[config.mk]
export PLATFORM = sky130hd
export DESIGN_NAME = irq_source_ctrl
export DESIGN_NICKNAME = d
export VERILOG_FILES = /design/src/rtl/isc_pkg.sv /design/src/rtl/isc_source.sv /design/src/rtl/isc_arbiter.sv /design/src/rtl/isc_resend_scan.sv /design/src/rtl/irq_source_ctrl.sv
export SDC_FILE = /design/constraint.sdc
export NUM_CORES = 1
export LEC_CHECK = 0
export BUFFER_PORTS_ARGS = -buffer_cell sky130_fd_sc_hd__buf_2
export CAP_MARGIN = 20
export CORE_ASPECT_RATIO = 0.7
export CORE_MARGIN = 4
export CORE_UTILIZATION = 45
export DETAILED_ROUTE_END_ITERATION = 6
export HOLD_SLACK_MARGIN = 0.05
export SYNTH_ARGS = -nofsm -noshare
export SYNTH_HDL_FRONTEND = slang
export SYNTH_SLANG_ARGS = --single-unit
[constraint.sdc]
create_clock -name clk -period 6.3 [get_ports clk]
set_input_delay 1.26 -clock clk [delete_from_list [all_inputs] [get_ports clk]]
set_output_delay 1.26 -clock clk [all_outputs]
set_load 0.01 [all_outputs]
[src/rtl/isc_pkg.sv]
package isc_pkg;
  typedef logic [7:0] prio_t;
  localparam prio_t PRIO_OFF = 8'hFF;

  typedef struct packed {
    logic mpend;     // bit 3
    logic rejected;  // bit 2
    logic sent;      // bit 1
    logic asserted;  // bit 0
  } src_status_t;
endpackage

[src/rtl/isc_source.sv]
module isc_source
  import isc_pkg::*;
#(
  parameter bit IS_LSI = 1'b0,
  parameter int SRV_W  = 4
) (
  input  logic             clk,
  input  logic             rst_n,
  input  logic             lvl_in,
  input  logic             cfg_hit,
  input  logic [SRV_W-1:0] cfg_server,
  input  prio_t            cfg_prio,
  input  prio_t            cfg_saved,
  input  logic             rej_hit,
  input  logic             eoi_hit,
  input  logic             resend_hit,
  input  logic             take,
  output logic             elig,
  output logic [SRV_W-1:0] server,
  output prio_t            prio,
  output prio_t            saved,
  output src_status_t      status
);
  src_status_t      st_q, st_n;
  logic [SRV_W-1:0] srv_q, srv_n;
  prio_t            prio_q, prio_n, saved_q, saved_n;
  logic             want_q, want_n;
  logic             lvl_q;
  logic             rise;

  assign rise = lvl_in & ~lvl_q;

  generate
    if (IS_LSI) begin : g_level
      always_comb begin
        st_n    = st_q;
        srv_n   = srv_q;
        prio_n  = prio_q;
        saved_n = saved_q;
        want_n  = want_q & ~take;
        if (cfg_hit) begin
          srv_n   = cfg_server;
          prio_n  = cfg_prio;
          saved_n = cfg_saved;
        end
        st_n.asserted = lvl_in;
        if (rej_hit || eoi_hit) st_n.sent = 1'b0;
        if ((rise || cfg_hit || resend_hit) && (prio_n != PRIO_OFF) &&
            st_n.asserted && !st_n.sent) begin
          st_n.sent = 1'b1;
          want_n    = 1'b1;
        end
      end
    end else begin : g_message
      always_comb begin
        st_n    = st_q;
        srv_n   = srv_q;
        prio_n  = prio_q;
        saved_n = saved_q;
        want_n  = want_q & ~take;
        if (cfg_hit) begin
          srv_n   = cfg_server;
          prio_n  = cfg_prio;
          saved_n = cfg_saved;
        end
        // end of service carries no state for message sources
        st_n.sent = st_n.sent & ~eoi_hit;
        if (rej_hit) st_n.rejected = 1'b1;
        if (cfg_hit && st_n.mpend && (prio_n != PRIO_OFF)) begin
          st_n.mpend = 1'b0;
          want_n     = 1'b1;
        end
        if (rise) begin
          if (prio_n == PRIO_OFF) st_n.mpend = 1'b1;
          else                    want_n     = 1'b1;
        end
        if (resend_hit && st_n.rejected) begin
          st_n.rejected = 1'b0;
          if (prio_n != PRIO_OFF) want_n = 1'b1;
        end
      end
    end
  endgenerate

  always_ff @(posedge clk) begin
    if (!rst_n) begin
      st_q    <= '0;
      srv_q   <= '0;
      prio_q  <= PRIO_OFF;
      saved_q <= PRIO_OFF;
      want_q  <= 1'b0;
      lvl_q   <= 1'b0;
    end else begin
      st_q    <= st_n;
      srv_q   <= srv_n;
      prio_q  <= prio_n;
      saved_q <= saved_n;
      want_q  <= want_n;
      lvl_q   <= lvl_in;
    end
  end

  assign elig   = want_q && (prio_q != PRIO_OFF);
  assign server = srv_q;
  assign prio   = prio_q;
  assign saved  = saved_q;
  assign status = st_q;
endmodule

[src/rtl/isc_arbiter.sv]
module isc_arbiter #(
  parameter int NSRC  = 8,
  localparam int IDX_W = (NSRC > 1) ? $clog2(NSRC) : 1
) (
  input  logic [NSRC-1:0]  elig,
  output logic             any,
  output logic [IDX_W-1:0] idx,
  output logic [NSRC-1:0]  onehot
);
  always_comb begin
    idx = '0;
    for (int i = NSRC - 1; i >= 0; i--) begin
      if (elig[i]) idx = IDX_W'(i);
    end
    any    = |elig;
    onehot = '0;
    for (int i = 0; i < NSRC; i++) begin
      if (any && (idx == IDX_W'(i))) onehot[i] = 1'b1;
    end
  end
endmodule

[src/rtl/isc_resend_scan.sv]
module isc_resend_scan #(
  parameter int NSRC  = 8,
  localparam int IDX_W = (NSRC > 1) ? $clog2(NSRC) : 1
) (
  input  logic            clk,
  input  logic            rst_n,
  input  logic            start,
  output logic [NSRC-1:0] hit
);
  logic             active;
  logic [IDX_W-1:0] cnt;

  always_ff @(posedge clk) begin
    if (!rst_n) begin
      active <= 1'b0;
      cnt    <= '0;
    end else if (start) begin
      active <= 1'b1;
      cnt    <= '0;
    end else if (active) begin
      if (cnt == IDX_W'(NSRC - 1)) active <= 1'b0;
      else                         cnt    <= cnt + 1'b1;
    end
  end

  always_comb begin
    for (int i = 0; i < NSRC; i++) hit[i] = active && (cnt == IDX_W'(i));
  end
endmodule

[src/rtl/irq_source_ctrl.sv]
module irq_source_ctrl
  import isc_pkg::*;
#(
  parameter int              NSRC     = 8,
  parameter int              SRV_W    = 4,
  parameter int              NUM_W    = 24,
  parameter int unsigned     NUM_BASE = 32'h1000,
  parameter logic [NSRC-1:0] LSI_MAP  = {{(NSRC/2){1'b1}}, {(NSRC-NSRC/2){1'b0}}},
  localparam int IDX_W = (NSRC > 1) ? $clog2(NSRC) : 1
) (
  input  logic             clk,
  input  logic             rst_n,
  input  logic [NSRC-1:0]  src_in,
  input  logic             cfg_valid,
  input  logic [IDX_W-1:0] cfg_src,
  input  logic [SRV_W-1:0] cfg_server,
  input  logic [7:0]       cfg_prio,
  input  logic [7:0]       cfg_saved,
  output logic             req_valid,
  input  logic             req_ready,
  input  logic             req_reject,
  output logic [NUM_W-1:0] req_num,
  output logic [SRV_W-1:0] req_server,
  output logic [7:0]       req_prio,
  input  logic             rej_valid,
  input  logic [NUM_W-1:0] rej_num,
  input  logic             eoi_valid,
  input  logic [NUM_W-1:0] eoi_num,
  input  logic             resend_req,
  input  logic [IDX_W-1:0] qry_src,
  output logic [SRV_W-1:0] qry_server,
  output logic [7:0]       qry_prio,
  output logic [7:0]       qry_saved,
  output logic [3:0]       qry_status
);
  logic [NSRC-1:0]             cfg_hit, rej_hit, eoi_hit, resend_hit, take, elig;
  logic [NSRC-1:0][SRV_W-1:0]  srv_all;
  prio_t [NSRC-1:0]            prio_all, saved_all;
  src_status_t [NSRC-1:0]      st_all;

  logic             any;
  logic [IDX_W-1:0] gnt_idx;
  logic [NSRC-1:0]  gnt_onehot;
  logic             load, hs_reject;
  logic [IDX_W-1:0] slot_idx;
  logic [SRV_W-1:0] sel_srv;
  prio_t            sel_prio;

  assign hs_reject = req_valid && req_ready && req_reject;
  assign load      = any && (!req_valid || req_ready);
  assign take      = load ? gnt_onehot : '0;

  isc_resend_scan #(.NSRC(NSRC)) u_scan (
    .clk(clk), .rst_n(rst_n), .start(resend_req), .hit(resend_hit)
  );

  isc_arbiter #(.NSRC(NSRC)) u_arb (
    .elig(elig), .any(any), .idx(gnt_idx), .onehot(gnt_onehot)
  );

  for (genvar i = 0; i < NSRC; i++) begin : g_src
    assign cfg_hit[i] = cfg_valid && (cfg_src == IDX_W'(i));
    assign rej_hit[i] = (rej_valid && (rej_num == NUM_W'(NUM_BASE + i))) ||
                        (hs_reject && (slot_idx == IDX_W'(i)));
    assign eoi_hit[i] = eoi_valid && (eoi_num == NUM_W'(NUM_BASE + i));

    isc_source #(.IS_LSI(LSI_MAP[i]), .SRV_W(SRV_W)) u_src (
      .clk(clk), .rst_n(rst_n), .lvl_in(src_in[i]),
      .cfg_hit(cfg_hit[i]), .cfg_server(cfg_server), .cfg_prio(cfg_prio),
      .cfg_saved(cfg_saved), .rej_hit(rej_hit[i]), .eoi_hit(eoi_hit[i]),
      .resend_hit(resend_hit[i]), .take(take[i]), .elig(elig[i]),
      .server(srv_all[i]), .prio(prio_all[i]), .saved(saved_all[i]),
      .status(st_all[i])
    );
  end

  always_comb begin
    sel_srv  = '0;
    sel_prio = '0;
    for (int i = 0; i < NSRC; i++) begin
      if (gnt_onehot[i]) begin
        sel_srv  = srv_all[i];
        sel_prio = prio_all[i];
      end
    end
  end

  always_ff @(posedge clk) begin
    if (!rst_n) begin
      req_valid  <= 1'b0;
      req_num    <= '0;
      req_server <= '0;
      req_prio   <= '0;
      slot_idx   <= '0;
    end else if (load) begin
      req_valid  <= 1'b1;
      req_num    <= NUM_W'(NUM_BASE) + NUM_W'(gnt_idx);
      req_server <= sel_srv;
      req_prio   <= sel_prio;
      slot_idx   <= gnt_idx;
    end else if (req_ready) begin
      req_valid  <= 1'b0;
    end
  end

  always_comb begin
    qry_server = '0;
    qry_prio   = '0;
    qry_saved  = '0;
    qry_status = '0;
    for (int i = 0; i < NSRC; i++) begin
      if (qry_src == IDX_W'(i)) begin
        qry_server = srv_all[i];
        qry_prio   = prio_all[i];
        qry_saved  = saved_all[i];
        qry_status = st_all[i];
      end
    end
  end
endmodule

# --- Word-level counts from Yosys, hierarchy flattened ---
# Cells that the tools add are included.
classes:
  eq_ne: 71
  add_sub_neg: 2
  mux: 126
  reduce_logical: 122
  bitwise: 42
op_table:
  columns: ["cell", "count"]
  rows:
  - ["24-bit by 13-bit equality test with 1-bit output, second input constant", 16]
  - ["8-bit two-way mux", 33]
  - ["8-bit != test, second input constant", 16]
  - ["4-bit two-way mux", 24]
  - ["1-bit logical AND", 83]
  - ["1-bit two-way mux", 61]
  - ["3-bit equality test, second input constant", 20]
  - ["8-bit equality test, second input constant", 4]
  - ["3-bit by 2-bit equality test with 1-bit output, second input constant", 10]
  - ["3-bit two-way mux", 8]
  - ["1-bit inverter", 22]
  - ["1-bit logical OR", 21]
  - ["1-bit bitwise AND", 20]
  - ["3-bit by 1-bit equality test with 1-bit output, second input constant", 5]
  - ["3-bit zero test", 5]
  - ["13-bit by 3-bit adder with 14-bit output, first input constant", 1]
  - ["2-bit OR reduction", 5]
  - ["8-bit OR reduction", 1]
  - ["1-bit zero test", 5]
  - ["3-bit by 1-bit adder with 3-bit output, second input constant", 1]
  - ["2-bit AND reduction", 1]
  - ["2-bit nonzero test", 1]
word_totals:
  output_inout_bits: 61
  input_bits: 90
  word_cells: 426
  register_bits: 236

# --- Longest topological paths before layout ---
# Gate-level depths: netlist of run 1.
logic_depth:
  depth_word: 21
  depth_mapped: 8

# --- By module ---
# A second synthesis of run 1 with hierarchy kept.
unflattened:
  cells_unflattened: 1412
  hier_area_um2: 11996.5
modules_own_cells:
  columns: ["mod", "cells_each", "instances", "area_per_inst_um2"]
  rows:
  - ["isc_source at g_src[0].u_src ...", 99, 4, 993.5]
  - ["irq_source_ctrl", 604, 1, 3945.0]
  - ["isc_source at g_src[4].u_src ...", 89, 4, 909.6]
  - ["isc_resend_scan", 31, 1, 297.8]
  - ["isc_arbiter", 25, 1, 141.4]

# --- Worst setup path before layout of run 1 ---
# No wires, ideal clock.
synth_path:
  path_type: "input port to output port"
  startpoint: "input qry_src[0]"
  endpoint: "output qry_prio[2]"
  path_stages: 7
  t_arrival_ns: 2.606
  slack_ns: 2.434
  t_required_ns: 5.040
  cell_sequence: "buf_2 -> buf_2 -> and3_1 -> clkbuf_1 -> clkbuf_1 -> nand2_1 -> nand2_1"
synth_between:
  elab_chain_len: 9
synth_lines:
  columns: ["item", "line", "text"]
  rows:
  - ["from (decl)", "irq_source_ctrl.sv:30", "input logic [IDX_W-1:0] qry_src,"]
  - ["3-bit zero test", "irq_source_ctrl.sv:112", "if (qry_src == IDX_W'(i)) begin"]
  - ["8-bit two-way mux (7 in a row)", "irq_source_ctrl.sv:112", null]
  - ["8-bit two-way mux (*)", "irq_source_ctrl.sv:112", null]
  - ["to (decl)", "irq_source_ctrl.sv:32", "output logic [7:0] qry_prio,"]
# Every way passes the cells marked *; elsewhere a longest branch is shown, timed or not.

# --- Worst setup path in the final report of run 1 ---
layout_path:
  startpoint: "input qry_src[1]"
  endpoint: "output qry_prio[7]"
# The elaborated chain is that of the path after synthesis.

==> flow_summary.toml, run 1 <==
[grt]
antenna_found_initial = 0
grt_pass1_wl_microns = 63300
grt_start_max_net_pins = 111
grt_pass1_vias = 9843
grt_use_total = 0.301
overflow = 0

[timing]
rsz0062_at_grt = "false"
tightestPinTransition_ps = 1170
hold_viol = 0
fin_crit_ps = 4480
hold_slack_ps = 434
setup_slack_ps = 1820
fin_crit_sh = 0.711
skew_ps = 10.7
setup_tns_ps = 0
setup_viol = 0
report.final.slew_viol_count = 0
fmax_mhz = 223
max_slew_margin = 0.221

[worst_setup_path]
reg2reg_depth = 6
start_kind = "input port"
required_ps = 5040
crit_path_end_kind = "primary output"
crit_arrival_ps = 3220
critPathMaxFanout = 27
path_class = "in -> out"

[clock_tree]
cts.htree.levels = 1
cts_sinks = 213
tritoncts = "built"
hold_buffers = 0
numCtsBuffers = 23
clk_latency_ps = 520
cts_resized = 0
clkTransAtPathRegs_ps = 60
clockBufferDepth = 3
postCtsSetupRepairBufs = 0
clk_root_buffer_cell = "clkbuf_16"

[final_layout]
final_design_area_no_fill_sq_um = 12400
area_delta_synth_final_pct = 13.2
nets = 1553
final_common_cell = "nand2_1"
mostFrequentLayoutCells = "nand2_1 (395), dfxtp_1 (213), nand3_1 (145), buf_2 (129), a21oi_1 (70)"
drive_above_1_share = 0.168
antenna_cells = 0

[synthesis]
yosysWarnings = 0
synth_edf_count = 0
synth.avg_cell_area_sq_um = 7.87
ys.flop_type = "dfxtp_1"
synth-simple-area-share = 0.293
synth-adder-area-share = 0.00686
netlist_instances = 1390
synth_xor_area_frac = 0.000801
yosysSeqAreaShare = 0.390
async_flop_share = 0
synth_area_sq_um = 10900
synthMuxAreaShare = 0.0611
ys_ff_latch = 213
yosysUniqueCellTypes = 84
synth_top_family_by_area = "simple AND/OR/NAND/NOR gates"
synth_compound_gate_area_share = 0.184

[hold_path]
min_path_cells = 2
hold_class = "reg -> reg"

[drt]
avgViaCountPerCell = 6.08
num_vias = 10900
routedWlPerCell_microns = 23.7
drt_wl_total_microns = 42400
drt_iter0_drc = 1493
firstDrtPassIters = 7
drc = 0
ant_nets = 0

[pwr]
power.density_nw_per_um2 = 279
p_seq_frac = 0.431
peakVddDrop_mv = 0.165
netSwitchingPower_w = 0.00103
p_clk_frac = 0.391
power.leakage_nw = 5.33
intPower_w = 0.00242
switching_share = 0.299
power_frac_comb = 0.178

[floorplanning]
num_rows = 47
initial_core_util = 0.460
chipWidth_microns = 194
die-area_sq_um = 26900
core_area_sq_um = 23800
die_h_microns = 138
pin_count = 151

[placed_design]
placed_area_sq_um = 11600
port_buffers = 130
dp_hpwl_microns = 30000
pre_cts_ws_ps = 1800
globalplace.congestion = 0.995

[flow_run]
drv_cap = 0

[outcome]
status = "finished, final reports clean"
## flip-flops by register name, indices dropped and copies added, names as in the netlist, 4 cells and up
signal and flops:
g_src.u_src.lvl_q 6, g_src.u_src.prio 64, g_src.u_src.saved 64, g_src.u_src.server 32, g_src.u_src.status 18, g_src.u_src.want_q 8, req_prio 8, req_server 4
## area by class of cell
class | instances | area [sq um]
Clock buffer | 34 | 677
Inverter | 19 | 71.3
Timing Repair Buffer | 152 | 851
Sequential cell | 213 | 4260
Multi-Input combinational cell | 1048 | 6060
Tap cell | 318 | 398
Fill cell | 2317 | 11400
Clock inverter | 6 | 62.6
## worst paths after layout
path / startpoint / to / slack (ps)
setup / recovery: qry_src[1] / qry_prio[7] / 1820
hold / removal: g_src[2].u_src.status[1]$_SDFF_PN0_ / g_src[2].u_src.status[1]$_SDFF_PN0_ / 430
setup reg to reg: g_src[2].u_src.prio[2]$_SDFF_PN1_ / req_prio[6]$_SDFFE_PN0P_ / 3010
hold reg to reg: g_src[2].u_src.status[1]$_SDFF_PN0_ / g_src[2].u_src.status[1]$_SDFF_PN0_ / 430
## worst max-delay path, cell delays in order
cell and delay (ps):
buf_2 390, buf_4 430, and3_1 710, a221o_1 270
buf_2 130
## cells in the mapped netlist (7+ instances only)
master	instances	area share
clkbuf_1	74	0.025
o31ai_1	7	0.0048
nor2_1	48	0.016
o211ai_1	24	0.016
and2_1	10	0.0057
o21ai_0	43	0.020
a22o_1	9	0.0072
nor2b_1	19	0.011
dfxtp_1	213	0.39
nand3_1	145	0.066
buf_2	8	0.0037
nor3_1	13	0.0059
o221ai_1	7	0.0056
nand2_1	395	0.14
nor4_1	9	0.0051
mux2i_1	18	0.016
a222oi_1	7	0.0064
inv_1	19	0.0065
clkbuf_2	12	0.0055
buf_4	21	0.014
a22oi_1	7	0.0048
mux4_2	18	0.037
a21boi_0	14	0.0096
a211o_1	15	0.012
a21oi_1	70	0.032
buf_1	9	0.0031
and3_1	13	0.0074
nand4_1	15	0.0086
a221o_1	8	0.0073
nand2b_1	8	0.0046
## logic make-up after synthesis
group                      Yosys count
and+or+nand+nor                    701
AOI/OAI and AO/OA                  278
DFF                                213
buffers and inverters              148
muxes                               42
adders and majority gates            6
other                                1
xor gates and xnor gates             1
## per-stage QoR
step                power [W]   util  cells
CTS                   0.00344  0.520   1789
detailed placement    0.00211  0.489   1749
global route          0.00357  0.521   1790
finish                0.00345  0.521   1790
global placement      0.00210  0.489   1749
floorplan             0.00190      -   1409
## power by group through the flow
stage          Sequential, W  Combinational [W]  Clock (W)
4_1_cts              0.00148           0.000595    0.00136
3_5_place_dp         0.00151           0.000593          0
3_3_place_gp         0.00151           0.000587          0
2_1_floorplan        0.00150           0.000407          0
6_report             0.00149           0.000612    0.00135
5_1_grt              0.00149           0.000658    0.00142
## routing by layer
metal	GRT usage	routed length (microns)	part of all wire	vias up
met3	0.0948	6230	0.15	45
met4	0.0484	661	0.016	0
met1	0.495	19400	0.46	5146
met2	0.380	16000	0.38	693
met5	0	0	0	-
li1	-	-	-	4993
Power figures use the tool's default switching activity.
==> inputs of run 2 (changes only) <==
--- a/config.mk
+++ b/config.mk
@@ -12,6 +12,7 @@
 export CORE_UTILIZATION = 45
 export DETAILED_ROUTE_END_ITERATION = 6
 export HOLD_SLACK_MARGIN = 0.05
+export PLACE_DENSITY = 0.67
 export SYNTH_ARGS = -nofsm -noshare
 export SYNTH_HDL_FRONTEND = slang
 export SYNTH_SLANG_ARGS = --single-unit
==> constraint.sdc (replaced) <==
create_clock -name clk -period 3.65 [get_ports clk]
set_input_delay 0.73 -clock clk [delete_from_list [all_inputs] [get_ports clk]]
set_output_delay 0.73 -clock clk [all_outputs]
set_load 0.01 [all_outputs]
==> flow_summary.toml, run 2 (synthesis results as in run 1) <==
[timing]
hold_viol = 0
tightestPinTransition_ps = 935
max_slew_margin = 0.375
fin_crit_ps = 3130
skew_ps = 14.4
fmax_mhz = 320
setup_tns_ps = 0
fin_crit_sh = 0.857
rsz0062_at_grt = "false"
setup_viol = 0
setup_slack_ps = 521
report.final.slew_viol_count = 0

[drt]
firstDrtPassIters = 7
drt_wl_total_microns = 40800
ant_nets = 0
drt_iter0_drc = 1532
avgViaCountPerCell = 6.09
drc = 25
num_vias = 11000
routedWlPerCell_microns = 22.6

[worst_setup_path]
path_class = "in -> out"
reg2reg_depth = 6
endpoint = "qry_saved[5]"
crit_arrival_ps = 2400
timing.rr.end = "req_prio[6]$_SDFFE_PN0P_"
timing.rr.start = "g_src[1].u_src.prio[0]$_SDFF_PN1_"
required_ps = 2920
critPathMaxFanout = 12
worstSetupStartpoint = "qry_src[0]"
start_kind = "input port"
crit_path_end_kind = "primary output"
reg2reg_slack_ps = 700

[placed_design]
dp_hpwl_microns = 29600
globalplace.congestion = 1.02
pre_cts_ws_ps = 556
port_buffers = 130
dp_cells = 1763

[final_layout]
seq_area_sq_um = 4260
multi_input_area_sq_um = 6060
mostFrequentLayoutCells = "nand2_1 (395), dfxtp_1 (213), nand3_1 (145), buf_2 (129), a21oi_1 (70)"
nets = 1565
final_common_cell = "nand2_1"
area_delta_synth_final_pct = 14.2
drive_above_1_share = 0.174
nFillCells = 2321
stdcell_count = 1803

[floorplanning]
die-area_sq_um = 26900
pin_count = 151
initial_core_util = 0.460
die_h_microns = 138
chipWidth_microns = 194
core_area_sq_um = 23800
num_rows = 47

[clock_tree]
clk_latency_ps = 520
tritoncts = "built"
cts_resized = 0
clkTransAtPathRegs_ps = 60
cts_sinks = 213
clockBufferDepth = 3
clk_root_buffer_cell = "clkbuf_16"
hold_buffers = 0
postCtsSetupRepairBufs = 0
cts.htree.levels = 1
numCtsBuffers = 22

[hold_path]
hold_class = "in -> reg"

[outcome]
status = "complete, but fails checks"
violations = "DRC"

[grt]
grt_pass1_wl_microns = 60900
grt_pass1_vias = 9911
overflow = 0
grt_start_max_net_pins = 160
grt_use_total = 0.285
antenna_found_initial = 2

[pwr]
power.density_nw_per_um2 = 482
peakVddDrop_mv = 0.297
power.leakage_nw = 5.38

[flow_run]
drv_cap = 0
==> run 2: cell count changes in the layout (fill, tap and decap cells not counted) <==
cell,before,now
buf_4,21,34
bufinv_16,1,3
clkbuf_8,6,4
clkinv_2,3,1
diode_2,0,2
inv_6,2,0
buf_12,1,2
buf_16,1,0
clkbuf_1,5,6
clkinvlp_4,0,1
==> run 2: how the worst min path moves through the flow <==
stage / startpoint / to / slack, ps / depth (start not counted)
6_report: src_in[1] / g_src[1].u_src.lvl_q$_SDFF_PN0_ / 440 / 2
5_1_grt: src_in[1] / g_src[1].u_src.lvl_q$_SDFF_PN0_ / 430 / 2
4_1_cts: resend_req / u_scan.active$_SDFF_PN0_ / 430 / 3
3_5_place_dp: g_src[0].u_src.status[1]$_SDFF_PN0_ / g_src[0].u_src.status[1]$_SDFF_PN0_ / 430 / 2
3_3_place_gp: g_src[0].u_src.status[1]$_SDFF_PN0_ / g_src[0].u_src.status[1]$_SDFF_PN0_ / 430 / 2
2_1_floorplan: g_src[0].u_src.status[1]$_SDFF_PN0_ / g_src[0].u_src.status[1]$_SDFF_PN0_ / 410 / 2
==> run 2: final cells by class <==
class,count,share of cell area
Clock inverter,5,0.00821
Tap cell,318,0.0319
Multi-Input combinational cell,1048,0.485
Inverter,19,0.00571
Sequential cell,213,0.341
Antenna cell,2,0.000401
Timing Repair Buffer,165,0.0753
Clock buffer,33,0.0523
==> run 2: per-stage QoR <==
stage / utilization / hold WS (ps) / total power (W) / cell area (sq um)
6_report: 0.526 / 440 / 0.00603 / 12500
5_1_grt: 0.526 / 432 / 0.00621 / 12500
4_1_cts: 0.526 / 426 / 0.00600 / 12500
3_5_place_dp: 0.494 / 431 / 0.00363 / 11700
3_3_place_gp: 0.494 / 428 / 0.00362 / 11700
2_1_floorplan: - / 411 / 0.00328 / 11000
==> run 2: where the power goes <==
part           switching [W]  internal, W
Clock               0.000954      0.00144
Sequential          0.000123      0.00245
Combinational       0.000672     0.000387
Total                0.00175      0.00428
==> run 2: critical path: stages <==
cell and delay (ps):
buf_2 290, buf_4 280, mux4_2 530, o21ai_0 310
nand2_1 100, buf_2 150
==> run 2: routing by layer <==
| metal | GRT usage | routed length (microns) |
|---|---|---|
| met4 | 0.0566 | 763 |
| met5 | 0 | 0 |
| met3 | 0.0907 | 6060 |
| met2 | 0.360 | 15300 |
| met1 | 0.463 | 18600 |
==> inputs of run 3 (changes only) <==
--- a/config.mk
+++ b/config.mk
@@ -8,10 +8,10 @@
 export BUFFER_PORTS_ARGS = -buffer_cell sky130_fd_sc_hd__buf_2
 export CAP_MARGIN = 20
 export CORE_ASPECT_RATIO = 0.7
-export CORE_MARGIN = 4
 export CORE_UTILIZATION = 45
 export DETAILED_ROUTE_END_ITERATION = 6
 export HOLD_SLACK_MARGIN = 0.05
+export MAX_ROUTING_LAYER = met4
 export PLACE_DENSITY = 0.67
 export SYNTH_ARGS = -nofsm -noshare
 export SYNTH_HDL_FRONTEND = slang
==> flow_summary.toml, run 3 (synthesis results as in run 1) <==
[timing]
rsz0062_at_grt = "false"
tightestPinTransition_ps = 825
setup_viol = 0
report.final.slew_viol_count = 0
fin_crit_ps = 3360
fin_crit_sh = 0.921
fmax_mhz = 297
hold_viol = 0
skew_ps = 18.4
setup_slack_ps = 288
max_slew_margin = 0.444
setup_tns_ps = 0

[pwr]
power.leakage_nw = 5.35
intPower_w = 0.00411
peakVddDrop_mv = 0.287
power_frac_comb = 0.181
total_power_w = 0.00586
power.density_nw_per_um2 = 472
switching_share = 0.297
p_seq_frac = 0.438
netSwitchingPower_w = 0.00174
p_clk_frac = 0.381

[hold_path]
hold_end = "g_src[1].u_src.lvl_q$_SDFF_PN0_"
hp-start = "src_in[1]"
min_path_cells = 2
hold_class = "in -> reg"

[worst_setup_path]
required_ps = 2920
crit_family = "buffers and inverters"
crit_path_end_kind = "primary output"
crit_arrival_ps = 2630
crit_buf_inv = 4
critPathMaxFanout = 41
reg2reg_depth = 6
reg2reg_slack_ps = 690
timing.rr.end = "req_prio[5]$_SDFFE_PN0P_"
timing.rr.start = "g_src[0].u_src.prio[2]$_SDFF_PN1_"
path_cells = "buf_2 > buf_4 > buf_4 > mux4_2 > mux2_2 > buf_2"
crit_slowest_cell = "mux4_2"
start_kind = "input port"
path_class = "in -> out"
slowest_delay_ps = 540

[grt]
grt_pass1_wl_microns = 61200
grt_start_max_net_pins = 160
overflow = 0
grt_pass1_vias = 9785
antenna_found_initial = 0
grt_use_total = 0.330

[flow_run]
drv_cap = 0

[placed_design]
globalplace.congestion = 1.01
dp_cells = 1762
port_buffers = 130
dp_hpwl_microns = 28800
pre_cts_ws_ps = 320

[floorplanning]
die-area_sq_um = 24900
initial_core_util = 0.460
pin_count = 151
chipWidth_microns = 188
core_area_sq_um = 23800
num_rows = 47
die_h_microns = 132

[clock_tree]
clk_root_buffer_cell = "clkbuf_16"
cts_resized = 0
numCtsBuffers = 22
clockBufferDepth = 3
cts.htree.levels = 1
clk_latency_ps = 520
hold_buffers = 0
cts_sinks = 213
clkTransAtPathRegs_ps = 60
postCtsSetupRepairBufs = 0
tritoncts = "built"

[outcome]
status = "complete, but fails checks"
violations = "DRC"

[drt]
firstDrtPassIters = 7
avgViaCountPerCell = 6.10
drt_iter0_drc = 1658
drc = 2
num_vias = 11000
routedWlPerCell_microns = 22.6
ant_nets = 0
drt_wl_total_microns = 40600

[final_layout]
mostFrequentLayoutCells = "nand2_1 (395), dfxtp_1 (213), nand3_1 (145), buf_2 (129), a21oi_1 (70)"
antenna_cells = 0
nets = 1564
stdcell_count = 1800
drive_above_1_share = 0.171
area_delta_synth_final_pct = 13.4
final_common_cell = "nand2_1"
==> run 3: worst register-to-register path: stages (launching register included) <==
cell	delay [ps]
dfxtp_1	460
nand4_1	270
o21a_1	470
nor3_2	670
a22oi_1	130
a21boi_0	680
a211o_1	230
==> run 3: cell type report <==
cell class | instances | area, sq um
Multi-Input combinational cell | 1048 | 6060
Clock buffer | 35 | 651
Clock inverter | 3 | 40.0
Sequential cell | 213 | 4260
Inverter | 19 | 71.3
Timing Repair Buffer | 164 | 925
Tap cell | 318 | 398
Fill cell | 2342 | 11400
==> run 3: through the flow <==
stage	utilization	hold WS (ps)	cell area, sq um
2_1_floorplan	-	411	11000
3_3_place_gp	0.493	422	11700
3_5_place_dp	0.493	431	11700
4_1_cts	0.522	425	12400
5_1_grt	0.522	433	12400
6_report	0.522	424	12400
==> run 3: worst max path at each step <==
stage	cells after the start	from	to	slack (ps)
CTS	6	qry_src[0]	qry_server[2]	310
global route	6	qry_src[0]	qry_server[2]	230
finish	6	qry_src[0]	qry_server[2]	290
floorplan	7	qry_src[0]	qry_prio[2]	840
detailed placement	6	qry_src[0]	qry_server[2]	320
global placement	7	qry_src[1]	qry_prio[3]	230
==> run 3: metal layers <==
layer | global-route usage | share of wire
met3 | 0.129 | 0.16
met5 | - | 0
met1 | 0.501 | 0.45
met4 | 0.0497 | 0.012
met2 | 0.404 | 0.37
==> run 3: power by group through the flow <==
stage | registers (W) | clock network, W | logic [W]
floorplan | 0.00258 | 0 | 0.000702
global placement | 0.00261 | 0 | 0.00102
detailed placement | 0.00261 | 0 | 0.00103
CTS | 0.00256 | 0.00224 | 0.00103
global route | 0.00257 | 0.00235 | 0.00113
finish | 0.00256 | 0.00223 | 0.00106
